## config.mk

```make
export PLATFORM = sky130hd
export DESIGN_NAME = sfs_startup_seq
export DESIGN_NICKNAME = d
export VERILOG_FILES = /design/src/rtl/sfs_pkg.sv /design/src/rtl/sfs_sat_timer.sv /design/src/rtl/sfs_soft_ramp.sv /design/src/rtl/sfs_fault_ctrl.sv /design/src/rtl/sfs_startup_seq.sv
export SDC_FILE = /design/constraint.sdc
export NUM_CORES = 1
export LEC_CHECK = 0
export BUFFER_PORTS_ARGS = -buffer_cell sky130_fd_sc_hd__buf_2
export CAP_MARGIN = 20
export CORE_ASPECT_RATIO = 0.5
export CORE_MARGIN = 2
export CORE_UTILIZATION = 35
export DETAILED_ROUTE_END_ITERATION = 8
export REMOVE_ABC_BUFFERS = 1
export SYNTH_ARGS = -nofsm -noshare
export SYNTH_HDL_FRONTEND = slang
export SYNTH_SLANG_ARGS = --single-unit
```

## constraint.sdc

```tcl
create_clock -name clk_i -period 1.5 [get_ports clk_i]
set_input_delay 0.3 -clock clk_i [delete_from_list [all_inputs] [get_ports clk_i]]
set_output_delay 0.3 -clock clk_i [all_outputs]
set_load 0.02 [all_outputs]
```

## src/rtl/sfs_pkg.sv

```systemverilog
package sfs_pkg;
  localparam int unsigned ILIM_W     = 3;
  localparam int unsigned ILIM_STEPS = 4;
  typedef logic [ILIM_W-1:0] ilim_t;
endpackage

```

## src/rtl/sfs_sat_timer.sv

```systemverilog
module sfs_sat_timer #(
  parameter int unsigned LIMIT = 512
) (
  input  logic clk_i,
  input  logic rst_ni,
  input  logic clr_i,
  input  logic adv_i,
  output logic done_o
);
  localparam int unsigned CW = $clog2(LIMIT + 1);

  logic [CW-1:0] cnt_q;

  assign done_o = (cnt_q == CW'(LIMIT));

  always_ff @(posedge clk_i or negedge rst_ni) begin
    if (!rst_ni)               cnt_q <= '0;
    else if (clr_i)            cnt_q <= '0;
    else if (adv_i && !done_o) cnt_q <= cnt_q + 1'b1;
  end
endmodule

```

## src/rtl/sfs_soft_ramp.sv

```systemverilog
module sfs_soft_ramp
  import sfs_pkg::*;
#(
  parameter int unsigned RAMP_CYCLES = 512
) (
  input  logic  clk_i,
  input  logic  rst_ni,
  input  logic  clr_i,
  input  logic  adv_i,
  output ilim_t code_o
);
  localparam int unsigned STEP = RAMP_CYCLES / ILIM_STEPS;
  localparam int unsigned CW   = $clog2(RAMP_CYCLES + 1);

  logic [CW-1:0] cnt_q;
  logic          top;

  assign top = (cnt_q == CW'(RAMP_CYCLES));

  always_ff @(posedge clk_i or negedge rst_ni) begin
    if (!rst_ni)            cnt_q <= '0;
    else if (clr_i)         cnt_q <= '0;
    else if (adv_i && !top) cnt_q <= cnt_q + 1'b1;
  end

  // count never exceeds RAMP_CYCLES, so the quotient tops out at ILIM_STEPS
  assign code_o = ilim_t'(cnt_q / CW'(STEP));
endmodule

```

## src/rtl/sfs_fault_ctrl.sv

```systemverilog
module sfs_fault_ctrl (
  input  logic clk_i,
  input  logic rst_ni,
  input  logic shdn_ni,
  input  logic ot_trip_i,
  input  logic ot_clear_i,
  input  logic ovp_i,
  input  logic sup_uv_i,
  input  logic uvp_i,
  input  logic uv_armed_i,
  output logic run_d_o,
  output logic run_o,
  output logic fault_o
);
  logic hot_q, hot_d;
  logic run_q, fault_q, fault_d;

  // trip dominates release
  always_comb begin
    hot_d = hot_q;
    if (ot_trip_i)       hot_d = 1'b1;
    else if (ot_clear_i) hot_d = 1'b0;
  end

  assign run_d_o = shdn_ni && !hot_d;
  assign fault_d = run_d_o && (fault_q || ovp_i || sup_uv_i || (uv_armed_i && uvp_i));

  always_ff @(posedge clk_i or negedge rst_ni) begin
    if (!rst_ni) begin
      hot_q   <= 1'b0;
      run_q   <= 1'b0;
      fault_q <= 1'b0;
    end else begin
      hot_q   <= hot_d;
      run_q   <= run_d_o;
      fault_q <= fault_d;
    end
  end

  assign run_o   = run_q;
  assign fault_o = fault_q;
endmodule

```

## src/rtl/sfs_startup_seq.sv

```systemverilog
module sfs_startup_seq
  import sfs_pkg::*;
#(
  parameter int unsigned RAMP_CYCLES   = 512,
  parameter int unsigned RESET_CYCLES  = 32768,
  parameter int unsigned UV_ARM_CYCLES = 5000,
  parameter int unsigned N_SUP         = 2
) (
  input  logic             clk_i,
  input  logic             rst_ni,
  input  logic             tick_i,
  input  logic             shdn_ni,
  input  logic             ovp_i,
  input  logic             uvp_i,
  input  logic [N_SUP-1:0] sup_uv_i,
  input  logic             ot_trip_i,
  input  logic             ot_clear_i,
  output logic [2:0]       ilim_o,
  output logic             sw_en_o,
  output logic             ls_on_o,
  output logic             hiz_o,
  output logic             por_no
);
  localparam int unsigned N_TMR   = 2;
  localparam int unsigned TMR_POR = 0;
  localparam int unsigned TMR_UV  = 1;

  logic             run_d, run_q, fault_q;
  logic             clr, adv;
  logic [N_TMR-1:0] tmr_done;
  ilim_t            ramp_code;

  assign clr = !run_d;
  assign adv = run_q && tick_i;

  sfs_fault_ctrl u_fault (
    .clk_i      (clk_i),
    .rst_ni     (rst_ni),
    .shdn_ni    (shdn_ni),
    .ot_trip_i  (ot_trip_i),
    .ot_clear_i (ot_clear_i),
    .ovp_i      (ovp_i),
    .sup_uv_i   (|sup_uv_i),
    .uvp_i      (uvp_i),
    .uv_armed_i (tmr_done[TMR_UV]),
    .run_d_o    (run_d),
    .run_o      (run_q),
    .fault_o    (fault_q)
  );

  sfs_soft_ramp #(.RAMP_CYCLES(RAMP_CYCLES)) u_ramp (
    .clk_i  (clk_i),
    .rst_ni (rst_ni),
    .clr_i  (clr),
    .adv_i  (adv),
    .code_o (ramp_code)
  );

  for (genvar g = 0; g < N_TMR; g++) begin : g_tmr
    sfs_sat_timer #(
      .LIMIT((g == TMR_POR) ? RESET_CYCLES : UV_ARM_CYCLES)
    ) u_tmr (
      .clk_i  (clk_i),
      .rst_ni (rst_ni),
      .clr_i  (clr),
      .adv_i  (adv),
      .done_o (tmr_done[g])
    );
  end

  assign hiz_o   = !run_q;
  assign sw_en_o = run_q && !fault_q;
  assign ls_on_o = run_q && fault_q;
  assign por_no  = run_q && tmr_done[TMR_POR] && !fault_q;
  assign ilim_o  = run_q ? ramp_code : '0;
endmodule

```

# Word-level counts from Yosys, hierarchy flattened
# Cells that the tools add are included.
[word_totals]
regBits = 42
input_bits = 10
out_inout_bits = 7
[op_classes]
n_addsub = 3
eq_ne = 6
n_mux = 9
n_reduce_logical = 21
[op_table]
columns = ["operator", "n"]
rows = [
  ["$mux W16", 2],
  ["$mux W13", 2],
  ["$mux W10", 2],
  ["$add A16 B1 Y16 const B", 1],
  ["$eq A16 B16 Y1 const B", 1],
  ["$add A13 B1 Y13 const B", 1],
  ["$eq A13 B13 Y1 const B", 1],
  ["$logic_and A1 B1 Y1", 11],
  ["$add A10 B1 Y10 const B", 1],
  ["$eq A10 B10 Y1 const B", 1],
  ["$logic_not A1 Y1", 6],
  ["$ne A2 B1 Y1 const B", 3],
  ["$logic_or A1 B1 Y1", 3],
  ["$mux W3", 1],
  ["$mux W1", 2],
  ["$reduce_or A2 Y1", 1],
]

# Logic depth before layout (Yosys ltp)
# Gate-level depths: netlist of run 1.
[depth]
depth_word = 5
ltp_mapped = 7
mapped_depth_nobuf = 6

# By module
# Synthesis of run 1 repeated with hierarchy kept, for this count alone.
[unflattened]
hier_cells = 259
hier_area_um2 = 2459.9
[by_module_without_submodules]
columns = ["mod", "instances", "cells_each", "area_per_inst_um2", "seq_area_each_um2"]
rows = [
  ["sfs_sat_timer at g_tmr[0].u_tmr", 1, 96, 909.6, 400.4],
  ["sfs_sat_timer at g_tmr[1].u_tmr", 1, 76, 725.7, 325.3],
  ["sfs_soft_ramp", 1, 69, 638.1, 250.2],
  ["sfs_fault_ctrl", 1, 8, 126.4, 75.1],
  ["sfs_startup_seq", 1, 10, 60.1, 0.0],
]

# Worst setup path before layout of run 1
# Ideal clock, no wire load.
[synth_path]
kind = "reg2out"
startpoint = "register g_tmr[0].u_tmr.cnt_q[0]"
endpoint = "output por_no"
arrival_time_ps = 1460
t_required_ps = 1200
setup_slack_ps = -260
stages_incl_launch_ff = 6
path_buffers = 0
path_cell_list = "dfrtp_1 inv_1 ha_1 nor3b_1 nand4_1 nor3_1"
[synth_via]
elab_chain_len = 3
[synth_lines]
columns = ["element", "line", "rtl"]
rows = [
  ["start, declared", "sfs_sat_timer.sv:12", "logic [CW-1:0] cnt_q;"],
  ["start signal, assigned", "sfs_sat_timer.sv:19", "else if (adv_i && !done_o) cnt_q <= cnt_q + 1'b1;"],
  ["$eq A16 B16 Y1", "sfs_sat_timer.sv:14", "assign done_o = (cnt_q == CW'(LIMIT));"],
  ["$logic_and A1 B1 Y1 (2 in a row)", "sfs_startup_seq.sv:74", "assign por_no = run_q && tmr_done[TMR_POR] && !fault_q;"],
  ["end, declared", "sfs_startup_seq.sv:22", "output logic por_no"],
]
# Every way passes these cells.

# Worst setup path after layout of run 1
# Ends and elaborated chain as after synthesis.

==> run summary, run 1 <==
Least-Margin Pin Slew - 0.429 ns
cts bufs inserted - 5
cell with the most instances after synthesis - dfrtp_1
H-tree depth - 2
via count - 2074
NetSw - 507 µW
# nets final - 331
EDFF count, synth - 0
total global-route track usage - 0.164
worst reg2reg setup slack - -0.31 ns
RR Startpoint - g_tmr[0].u_tmr.cnt_q[0]
ANT cells - 0
max-slew violation count - 0
Pre-antenna DRT Iters - 6
Clock Sink Count - 42
r2r worst-path depth - 7
post-synthesis cell count - 243
TritonCTS clock tree - built
Skew-Pair Late Insertion Delay - 0.28 ns
Die H - 60.8 µm
DRC Markers - 0
1st-iter DRT viols - 150
vias per cell - 5.13
vias in the first global route - 1955
Die ar. - 7140 µm²
worst endpoint required time - 1.20 ns
largest family of logic cells by synthesized area - simple AND/OR/NAND/NOR gates
switching share of power - 0.215
Tot Pwr - 2360 µW
Reg clk slew, reported paths - 0.05 ns
Logic pwr share - 0.060
critical path fanouts, max - 3
Setup crit start kind - flop
cell row count - 20
Starting Density - 0.366
Syn Area/Cell - 9.28 µm²
Hold Path Stages - 2
Final WS setup - -0.374 ns
Clock power frac - 0.455
Synth Area in Compound Gates - 0.112
mux contribution to synthesized area - 0
ys async rst share - 1.00
cell area after synthesis - 2260 µm²
area leader, netlist - dfrtp_1
Post-synth top cells - dfrtp_1 (42), nor2_1 (22), a21oi_1 (16), nand2_1 (16), nand4_1 (16)
worst-case clock buffer depth - 2
Pint - 1850 µW
final core utilization - 0.534
DRT antenna net count - 0
endpoints failing setup - 16
top cell type's share of synthesized area - 0.466
Post-Synth XOR/XNOR Area - 0.0738
# IOs - 17
input/output buffers - 16
CORE AREA - 6160 µm²
Flop pwr share - 0.485
worst hold path startpoint - ot_clear_i
post-synthesis sequential area ratio - 0.466
initial antenna violation count - 0
RSZ-0062 raised after global routing - yes
Crit path arrival time - 1.57 ns
max-cap viol count - 0
Simple-Gate Fraction of Synth Area - 0.270
run status - finished, violations left
Crit Path Class - flop to primary output
final hold vios - 0
failing checks - negative setup slack
Main synth FF type - dfrtp_1
Yosys reg bits - 42
TNS Setup - -2.79 ns
share of layout cells above drive strength 1 - 0.402
global-route wire length before repair - 9160 µm
Layout area overhead - 45.6%
VDD IR max - 0.360 mV
library cells used by synthesis - 38
Root Buffer - clkbuf_16
largest net degree at the start of global routing - 27
routability cong. - 0.813
Min-Delay Endpoint - u_fault.hot_q
fin crit period - 1.87 ns
die width - 118 µm
post-synthesis adder-cell area fraction - 0.0333
WL final - 5930 µm
worst r2r dst - g_tmr[0].u_tmr.cnt_q[9]
Hold Crit Class - input port to flop
Clock Skews - 0.00735 ns
top cells by area, synth - dfrtp_1 (47%), nand4_1 (4.4%), xnor2_1 (3.9%)
DR WL/cell - 14.7 µm
Static Leak - 0.00136 µW
HPWL after DPL - 3880 µm
kind of end point of the critical path - primary output
GRT Residual Overflow - 0
Synthesis Warnings - 0
pwr/cell area - 718 nW/µm²
Worst slew margin - 0.714
crit share post-route - 1.25
fmax - 534 MHz
==> registers in the layout, indices dropped and copies added (netlist names) <==
register,flops
g_tmr.u_tmr.cnt_q,29
u_fault.fault_o,1
u_fault.hot_q,1
u_fault.run_o,1
u_ramp.cnt_q,10
==> placed cells by master, fill, tap and decap left out, types with 2 or more instances in the layout <==
| cell type | count |
|---|---|
| xor2_1 | 9 |
| and2_1 | 6 |
| buf_6 | 9 |
| buf_2 | 14 |
| nand2_1 | 12 |
| and3_1 | 2 |
| nor2_1 | 21 |
| or3_4 | 2 |
| a31o_2 | 2 |
| a21oi_1 | 8 |
| inv_2 | 3 |
| or4_4 | 2 |
| nand2_2 | 5 |
| o21ai_0 | 10 |
| a21oi_2 | 8 |
| ha_1 | 2 |
| and4_4 | 2 |
| nand3_1 | 8 |
| nand4_1 | 16 |
| buf_4 | 48 |
| xnor2_1 | 10 |
| o31ai_1 | 2 |
| or3_1 | 8 |
| clkbuf_16 | 5 |
| inv_1 | 11 |
| dfrtp_1 | 41 |
| nor4_4 | 2 |
| o211ai_1 | 3 |
| nor4_1 | 2 |
| nor3_2 | 2 |
| ha_4 | 3 |
| nor4_2 | 3 |
| nor3_1 | 7 |
==> worst max-delay path by stage <==
stage	startpoint	to	slack, ns	cells after the start
after floorplan	u_fault.hot_q	g_tmr[1].u_tmr.cnt_q[1]	-1.10	5
after global placement	g_tmr[0].u_tmr.cnt_q[0]	g_tmr[0].u_tmr.cnt_q[9]	-0.18	6
after detailed placement	g_tmr[0].u_tmr.cnt_q[0]	g_tmr[0].u_tmr.cnt_q[1]	-0.24	7
after CTS	g_tmr[0].u_tmr.cnt_q[4]	por_no	-0.36	5
after global routing	g_tmr[0].u_tmr.cnt_q[4]	por_no	-0.46	5
final	g_tmr[0].u_tmr.cnt_q[0]	por_no	-0.37	6
==> power by group through the flow <==
stage	Combinational (µW)	Clock, µW	Sequential, µW
finish	141	1070	1140
global route	155	1160	1140
CTS	126	1100	1140
detailed placement	122	0	1160
global placement	119	0	1160
floorplan	37.9	0	1160
==> through the flow <==
stage	std cells	hold WS (ns)	setup WS, ns	cell area [µm²]
after floorplan	234	0.00441	-1.10	2210
after global placement	387	0.266	-0.176	2780
after detailed placement	387	0.266	-0.244	2780
after CTS	399	0.207	-0.359	3030
after global routing	404	0.238	-0.462	3280
final	404	0.213	-0.374	3280
==> routing by layer <==
metal  routed length, µm  part of all wire  track usage  up-vias
met5                   0                 0            0        -
met3                 130             0.022       0.0338        8
met4                 112             0.019       0.0723        0
met1                2850              0.48        0.214     1019
met2                2840              0.48        0.274       23
li1                    -                 -            -     1024
==> timing repair <==
| item | 4_1_cts | 5_1_grt |
|---|---|---|
| pin swaps | 9 | 11 |
| buffers inserted | 5 | 6 |
| hold endpoints to repair | 16 | 0 |
| setup endpoints to repair | 24 | 31 |
| hold buffers | 1 | 0 |
| cloned | 0 | 1 |
| resized for setup | 16 | 50 |
==> cells by family (layout without fill, tap and decap cells) <==
logic type,after synthesis,after routing
AOI/OAI and AO/OA,41,42
xor gates and xnor gates,19,19
adders and majority gates,6,6
buffers and inverters,24,96
DFF,42,42
and+or+nand+nor,111,111
==> critical path, stage by stage, from the launching register on <==
cell and delay [ns]:
dfrtp_1 0.39, inv_2 0.09, ha_4 0.13, nor3b_4 0.23, nand4_1 0.12, nor3_1 0.14, buf_2 0.19
==> final cells by class <==
type / instances / area (µm²)
clock inverters: 1 / 5.00
flip-flops and latches: 42 / 1050
fillers: 547 / 2870
clock buffers: 7 / 143
inverters: 15 / 58.8
multi-input cells: 178 / 1350
well taps: 88 / 110
repair buffers: 73 / 562
No activity file was read; power rests on OpenSTA's default activity.
==> inputs of run 2 (changes only) <==
- CELL_PAD_IN_SITES_DETAIL_PLACEMENT: unset -> 1
- CELL_PAD_IN_SITES_GLOBAL_PLACEMENT: unset -> 2
- CORE_UTILIZATION: 35 -> 34
- PLACE_DENSITY_LB_ADDON: unset -> 0.1
==> run summary, run 2 (synthesized netlist as in run 1, its figures left out) <==
max-slew violation count - 0
non-filler instance count after layout - 423
pwr/cell area - 711 nW/µm²
Die H - 61.6 µm
DR WL/cell - 17.3 µm
fin crit period - 1.87 ns
routability cong. - 0.826
Static Leak - 0.00147 µW
cells along the critical path - nor4_1 > buf_4 > nand4_1 > nor3_2 > buf_4
HPWL after DPL - 4760 µm
crit share post-route - 1.25
die width - 119 µm
worst-case clock buffer depth - 2
vias in the first global route - 2313
H-tree depth - 2
Worst slew margin - 0.722
Skew-Pair Late Insertion Delay - 0.30 ns
DRC Markers - 0
M2 GR Usage - 0.392
slowest cell on the critical path - dfrtp_1
RSZ-0062 raised after global routing - yes
worst endpoint required time - 1.20 ns
Reg clk slew, reported paths - 0.06 ns
Die ar. - 7340 µm²
run status - finished, violations left
Root Buffer - clkbuf_16
most common cell after layout, fill and taps aside - buf_4
final hold vios - 0
DRT antenna net count - 0
WL final - 7300 µm
Clock Skews - 0.00840 ns
max FFs per register - 29
Most flops, register - g_tmr.u_tmr.cnt_q
CORE AREA - 6230 µm²
met3 GRT Util - 0.0454
# nets final - 350
VDD IR max - 0.389 mV
Min-Delay Endpoint - u_fault.hot_q
1st-iter DRT viols - 55
critical path fanouts, max - 4
Cells after DPL - 393
Starting Density - 0.362
Fillers - 712
initial antenna violation count - 0
cell row count - 20
Crit Path Class - flop to primary output
global-route wire length before repair - 11400 µm
Clock Sink Count - 42
GRT Residual Overflow - 0
Final WS setup - -0.371 ns
fmax - 534 MHz
worst reg2reg setup slack - -0.27 ns
# IOs - 17
cts bufs inserted - 5
largest net degree at the start of global routing - 43
ANT cells - 0
kind of end point of the critical path - primary output
Setup crit start kind - flop
worst hold slack - 0.202 ns
r2r worst-path depth - 7
Crit path arrival time - 1.57 ns
most used cell, CP - buf_4
via count - 2203
failing checks - negative setup slack
Layout area overhead - 53.4%
Pre-antenna DRT Iters - 4
Hold Path Stages - 2
input/output buffers - 16
Hold Crit Class - input port to flop
max-cap viol count - 0
worst r2r dst - g_tmr[0].u_tmr.cnt_q[8]
most frequent cells in the layout - buf_4 (67), dfrtp_1 (41), nor2_1 (22), nand4_1 (16), nand2_1 (14)
CP max stage delay - 0.38 ns
Least-Margin Pin Slew - 0.416 ns
worst hold path startpoint - ot_clear_i
total global-route track usage - 0.205
biggest regs - g_tmr.u_tmr.cnt_q x29, u_ramp.cnt_q x10
endpoints failing setup - 21
share of layout cells above drive strength 1 - 0.451
GR Util met1 - 0.242
RR Startpoint - g_tmr[0].u_tmr.cnt_q[1]
TritonCTS clock tree - built
vias per cell - 5.21
busiest grt layer - met2
## run 2: layer usage
layer | wire (µm) | vias up
met3 | 163 | 8
met1 | 3380 | 1118
met5 | 0 | -
li1 | - | 1056
met2 | 3680 | 21
met4 | 66 | 0
## run 2: area by class of cell
class / count / area [µm²] / share of cell area
multi-input cells: 178 / 1370 / 0.397
well taps: 88 / 110 / 0.0318
repair buffers: 92 / 717 / 0.207
clock inverters: 1 / 5.00 / 0.00145
inverters: 15 / 60.1 / 0.0174
flip-flops and latches: 42 / 1050 / 0.304
clock buffers: 7 / 143 / 0.0412
## run 2: critical path: cells and delay by family (launching register included)
kind,cells,cell delay [ns]
AND/OR/NAND/NOR,3,0.54
flip-flops,1,0.38
buffers and inverters,2,0.36
## run 2: per-stage QoR
stage	util	instance area, µm²	TNS, ns	worst slack [ns]	power, µW
3_3_place_gp	0.454	2830	-2.94	-0.282	1290
2_1_floorplan	-	2210	-26.98	-1.10	1200
6_report	0.555	3460	-2.95	-0.371	2460
4_1_cts	0.511	3180	-2.63	-0.391	2440
5_1_grt	0.555	3460	-4.62	-0.500	2530
3_5_place_dp	0.454	2830	-4.08	-0.390	1300
## run 2: worst max-delay path by stage
stage / start / to / slack [ns] / cells past startpoint
after global placement: g_tmr[0].u_tmr.cnt_q[0] / g_tmr[0].u_tmr.cnt_q[1] / -0.28 / 7
after floorplan: u_fault.hot_q / g_tmr[1].u_tmr.cnt_q[1] / -1.10 / 5
after global routing: g_tmr[0].u_tmr.cnt_q[7] / por_no / -0.50 / 5
after detailed placement: g_tmr[0].u_tmr.cnt_q[0] / g_tmr[0].u_tmr.cnt_q[1] / -0.39 / 7
after CTS: g_tmr[0].u_tmr.cnt_q[0] / por_no / -0.39 / 6
final: g_tmr[0].u_tmr.cnt_q[5] / por_no / -0.37 / 5
## run 2: what timing repair did
item	CTS	global route
pin swaps	15	18
resized for setup	30	44
hold endpoints to repair	39	0
gates cloned	0	1
setup buffers	10	11
endpoints found under the setup margin	24	32
hold buffers	1	0
## run 2: report_power, final
group	leakage (µW)	switching, µW	internal [µW]
registers	0.000581	4.96	1140
logic	0.000813	97.8	68.4
clock network	0.0000739	487	662
total	0.00147	590	1870
==> inputs of run 3 (changes only) <==
- ABC_AREA: unset -> 1
- CORE_UTILIZATION: 34 -> 31
==> run summary, run 3 <==
Die H - 71.1 µm
max FFs per register - 29
Skew-Pair Late Insertion Delay - 0.29 ns
# nets final - 506
initial antenna violation count - 0
vias in the first global route - 3104
library cells used by synthesis - 28
DRT antenna net count - 0
fmax - 565 MHz
most frequent cells in the layout - nand2_1 (121), buf_4 (60), nor2_1 (55), dfrtp_1 (39), nand3_1 (37)
DR WL/cell - 15.7 µm
Post-synth top cells - nand2_1 (130), nor2_1 (62), nand3_1 (47)
Crit path arrival time - 1.47 ns
EDFF count, synth - 0
dpl cell area - 3370 µm²
sum of buffers and inverters on the critical path - 2
RSZ-0062 raised after global routing - yes
Layout area overhead - 41.7%
critical path fanouts, max - 2
Setup crit start kind - flop
top cell type's share of synthesized area - 0.376
routability cong. - 0.797
final core utilization - 0.453
Die ar. - 9830 µm²
endpoints failing setup - 17
Clock Sink Count - 42
top cells by area, synth - dfrtp_1 (38%), nand2_1 (17%), nand3_1 (8.4%)
cells along the critical path - inv_2 > ha_4 > nand3_2 > nor2_2 > nand2_2 > nor3_2 > buf_4
max-cap viol count - 0
area leader, netlist - dfrtp_1
DRC Markers - 0
GRT Residual Overflow - 0
Synthesis Warnings - 0
final hold vios - 0
run status - finished, violations left
TritonCTS clock tree - built
Yosys reg bits - 42
HPWL after DPL - 6630 µm
cell with the most instances after synthesis - nand2_1
CORE AREA - 8740 µm²
crit share post-route - 1.18
Starting Density - 0.320
fin crit period - 1.77 ns
Crit path max-delay family - flip-flops
CP max stage delay - 0.40 ns
Syn Area/Cell - 6.86 µm²
input/output buffers - 16
global-route wire length before repair - 14900 µm
ANT cells - 0
Pre-antenna DRT Iters - 4
Most flops, register - g_tmr.u_tmr.cnt_q
total global-route track usage - 0.192
1st-iter DRT viols - 63
post-synthesis sequential area ratio - 0.376
slowest cell on the critical path - dfrtp_1
Worst slew margin - 0.779
largest net degree at the start of global routing - 43
failing checks - negative setup slack
kind of end point of the critical path - primary output
share of layout cells above drive strength 1 - 0.312
Reg clk slew, reported paths - 0.06 ns
Final Instance Area - 3960 µm²
Final WS setup - -0.269 ns
Static Leak - 0.00186 µW
biggest regs - g_tmr.u_tmr.cnt_q x29, u_ramp.cnt_q x10
cell area after synthesis - 2790 µm²
H-tree depth - 2
Clock Skews - 0.00289 ns
die width - 138 µm
vias per cell - 4.87
Root Buffer - clkbuf_16
cts bufs inserted - 5
worst-case clock buffer depth - 2
WL final - 9520 µm
pwr/cell area - 615 nW/µm²
Main synth FF type - dfrtp_1
VDD IR max - 0.389 mV
Fillers - 1117
cell row count - 24
most common cell after layout, fill and taps aside - nand2_1
worst endpoint required time - 1.20 ns
max-slew violation count - 0
Crit Path Class - flop to primary output
Least-Margin Pin Slew - 0.330 ns
via count - 2957
Tot Pwr - 2440 µW
# IOs - 17
Hold Crit Class - input port to flop
ys async rst share - 1.00
post-synthesis cell count - 407
run 3: cell count changes in the layout (fill, tap and decap cells not counted), moves of 7 or more:
cell,change
inv_1,+18
inv_2,+7
o21ai_0,-7
xnor2_1,-9
buf_4,-7
or3_1,-7
a21oi_2,-11
nand2_2,+7
nand2_1,+107
buf_6,-7
nor2_1,+33
nand3_1,+30
run 3: routing by layer:
| metal | share of wire | wire [µm] | global-route usage |
|---|---|---|---|
| met1 | 0.42 | 4030 | 0.219 |
| met2 | 0.53 | 5080 | 0.378 |
| met3 | 0.026 | 247 | 0.0420 |
| met4 | 0.016 | 155 | 0.0351 |
| met5 | 0 | 0 | 0 |
run 3: cell type report:
| class | instances | area [µm²] | share of cell area |
|---|---|---|---|
| Tap cell | 117 | 146 | 0.0370 |
| Inverter | 43 | 193 | 0.0487 |
| Timing Repair Buffer | 83 | 636 | 0.161 |
| Sequential cell | 42 | 1050 | 0.266 |
| Clock buffer | 7 | 133 | 0.0335 |
| Multi-Input combinational cell | 313 | 1770 | 0.447 |
| Timing Repair inverter | 2 | 27.5 | 0.00695 |
run 3: metrics by stage:
step,setup WS (ns),hold slack (ns),setup TNS (ns),instances
2_1_floorplan,-0.172,0.00441,-0.172,397
3_3_place_gp,-0.0107,0.302,-0.0700,583
3_5_place_dp,-0.103,0.307,-0.983,583
4_1_cts,-0.211,0.257,-1.24,599
5_1_grt,-0.363,0.255,-4.12,607
6_report,-0.269,0.259,-2.74,607
run 3: kinds of logic after synthesis:
logic type	after synthesis	share of synthesized area
adders and majority gates	6	0.0269
xor gates and xnor gates	13	0.0408
buffers and inverters	53	0.0833
DFF	42	0.376
AOI/OAI and AO/OA	18	0.0425
and+or+nand+nor	275	0.430
run 3: worst reg2reg max path, stage by stage, from the launching register on:
cell and delay (ns):
dfrtp_1 0.40, inv_2 0.10, ha_4 0.13, nand3_2 0.07
nor2_2 0.12, nand2_2 0.10, buf_4 0.15, buf_6 0.12
nand2_8 0.07, buf_8 0.15, inv_12 0.05, nand4_1 0.07
nand2_1 0.06
run 3: report_power, final:
| part | internal (µW) | switching [µW] | total [µW] | leakage [µW] |
|---|---|---|---|---|
| clock | 610 | 462 | 1070 | 0.0000640 |
| combinational | 75.7 | 145 | 220 | 0.00122 |
| sequential | 1140 | 4.10 | 1140 | 0.000577 |
run 3: worst paths after layout:
path                                          from                       end  slack, ns  cells after the start
max                        g_tmr[0].u_tmr.cnt_q[0]                    por_no      -0.27                      7
min                                     ot_clear_i             u_fault.hot_q       0.26                      2
max reg2reg                g_tmr[0].u_tmr.cnt_q[0]  g_tmr[0].u_tmr.cnt_q[11]      -0.19                     12
min reg2reg                        u_ramp.cnt_q[6]           u_ramp.cnt_q[6]       0.55                      2
max in group asynchronous                   rst_ni   g_tmr[1].u_tmr.cnt_q[3]       0.74                      3
min in group asynchronous                   rst_ni           u_ramp.cnt_q[1]       0.52                      3
run 3: what timing repair did:
action,CTS,global route
hold buffers,1,0
resized for setup,32,63
endpoints found under the setup margin,20,41
pin swaps,3,22
buffers inserted,8,8
gates cloned,1,2
endpoints found under the hold margin,17,0
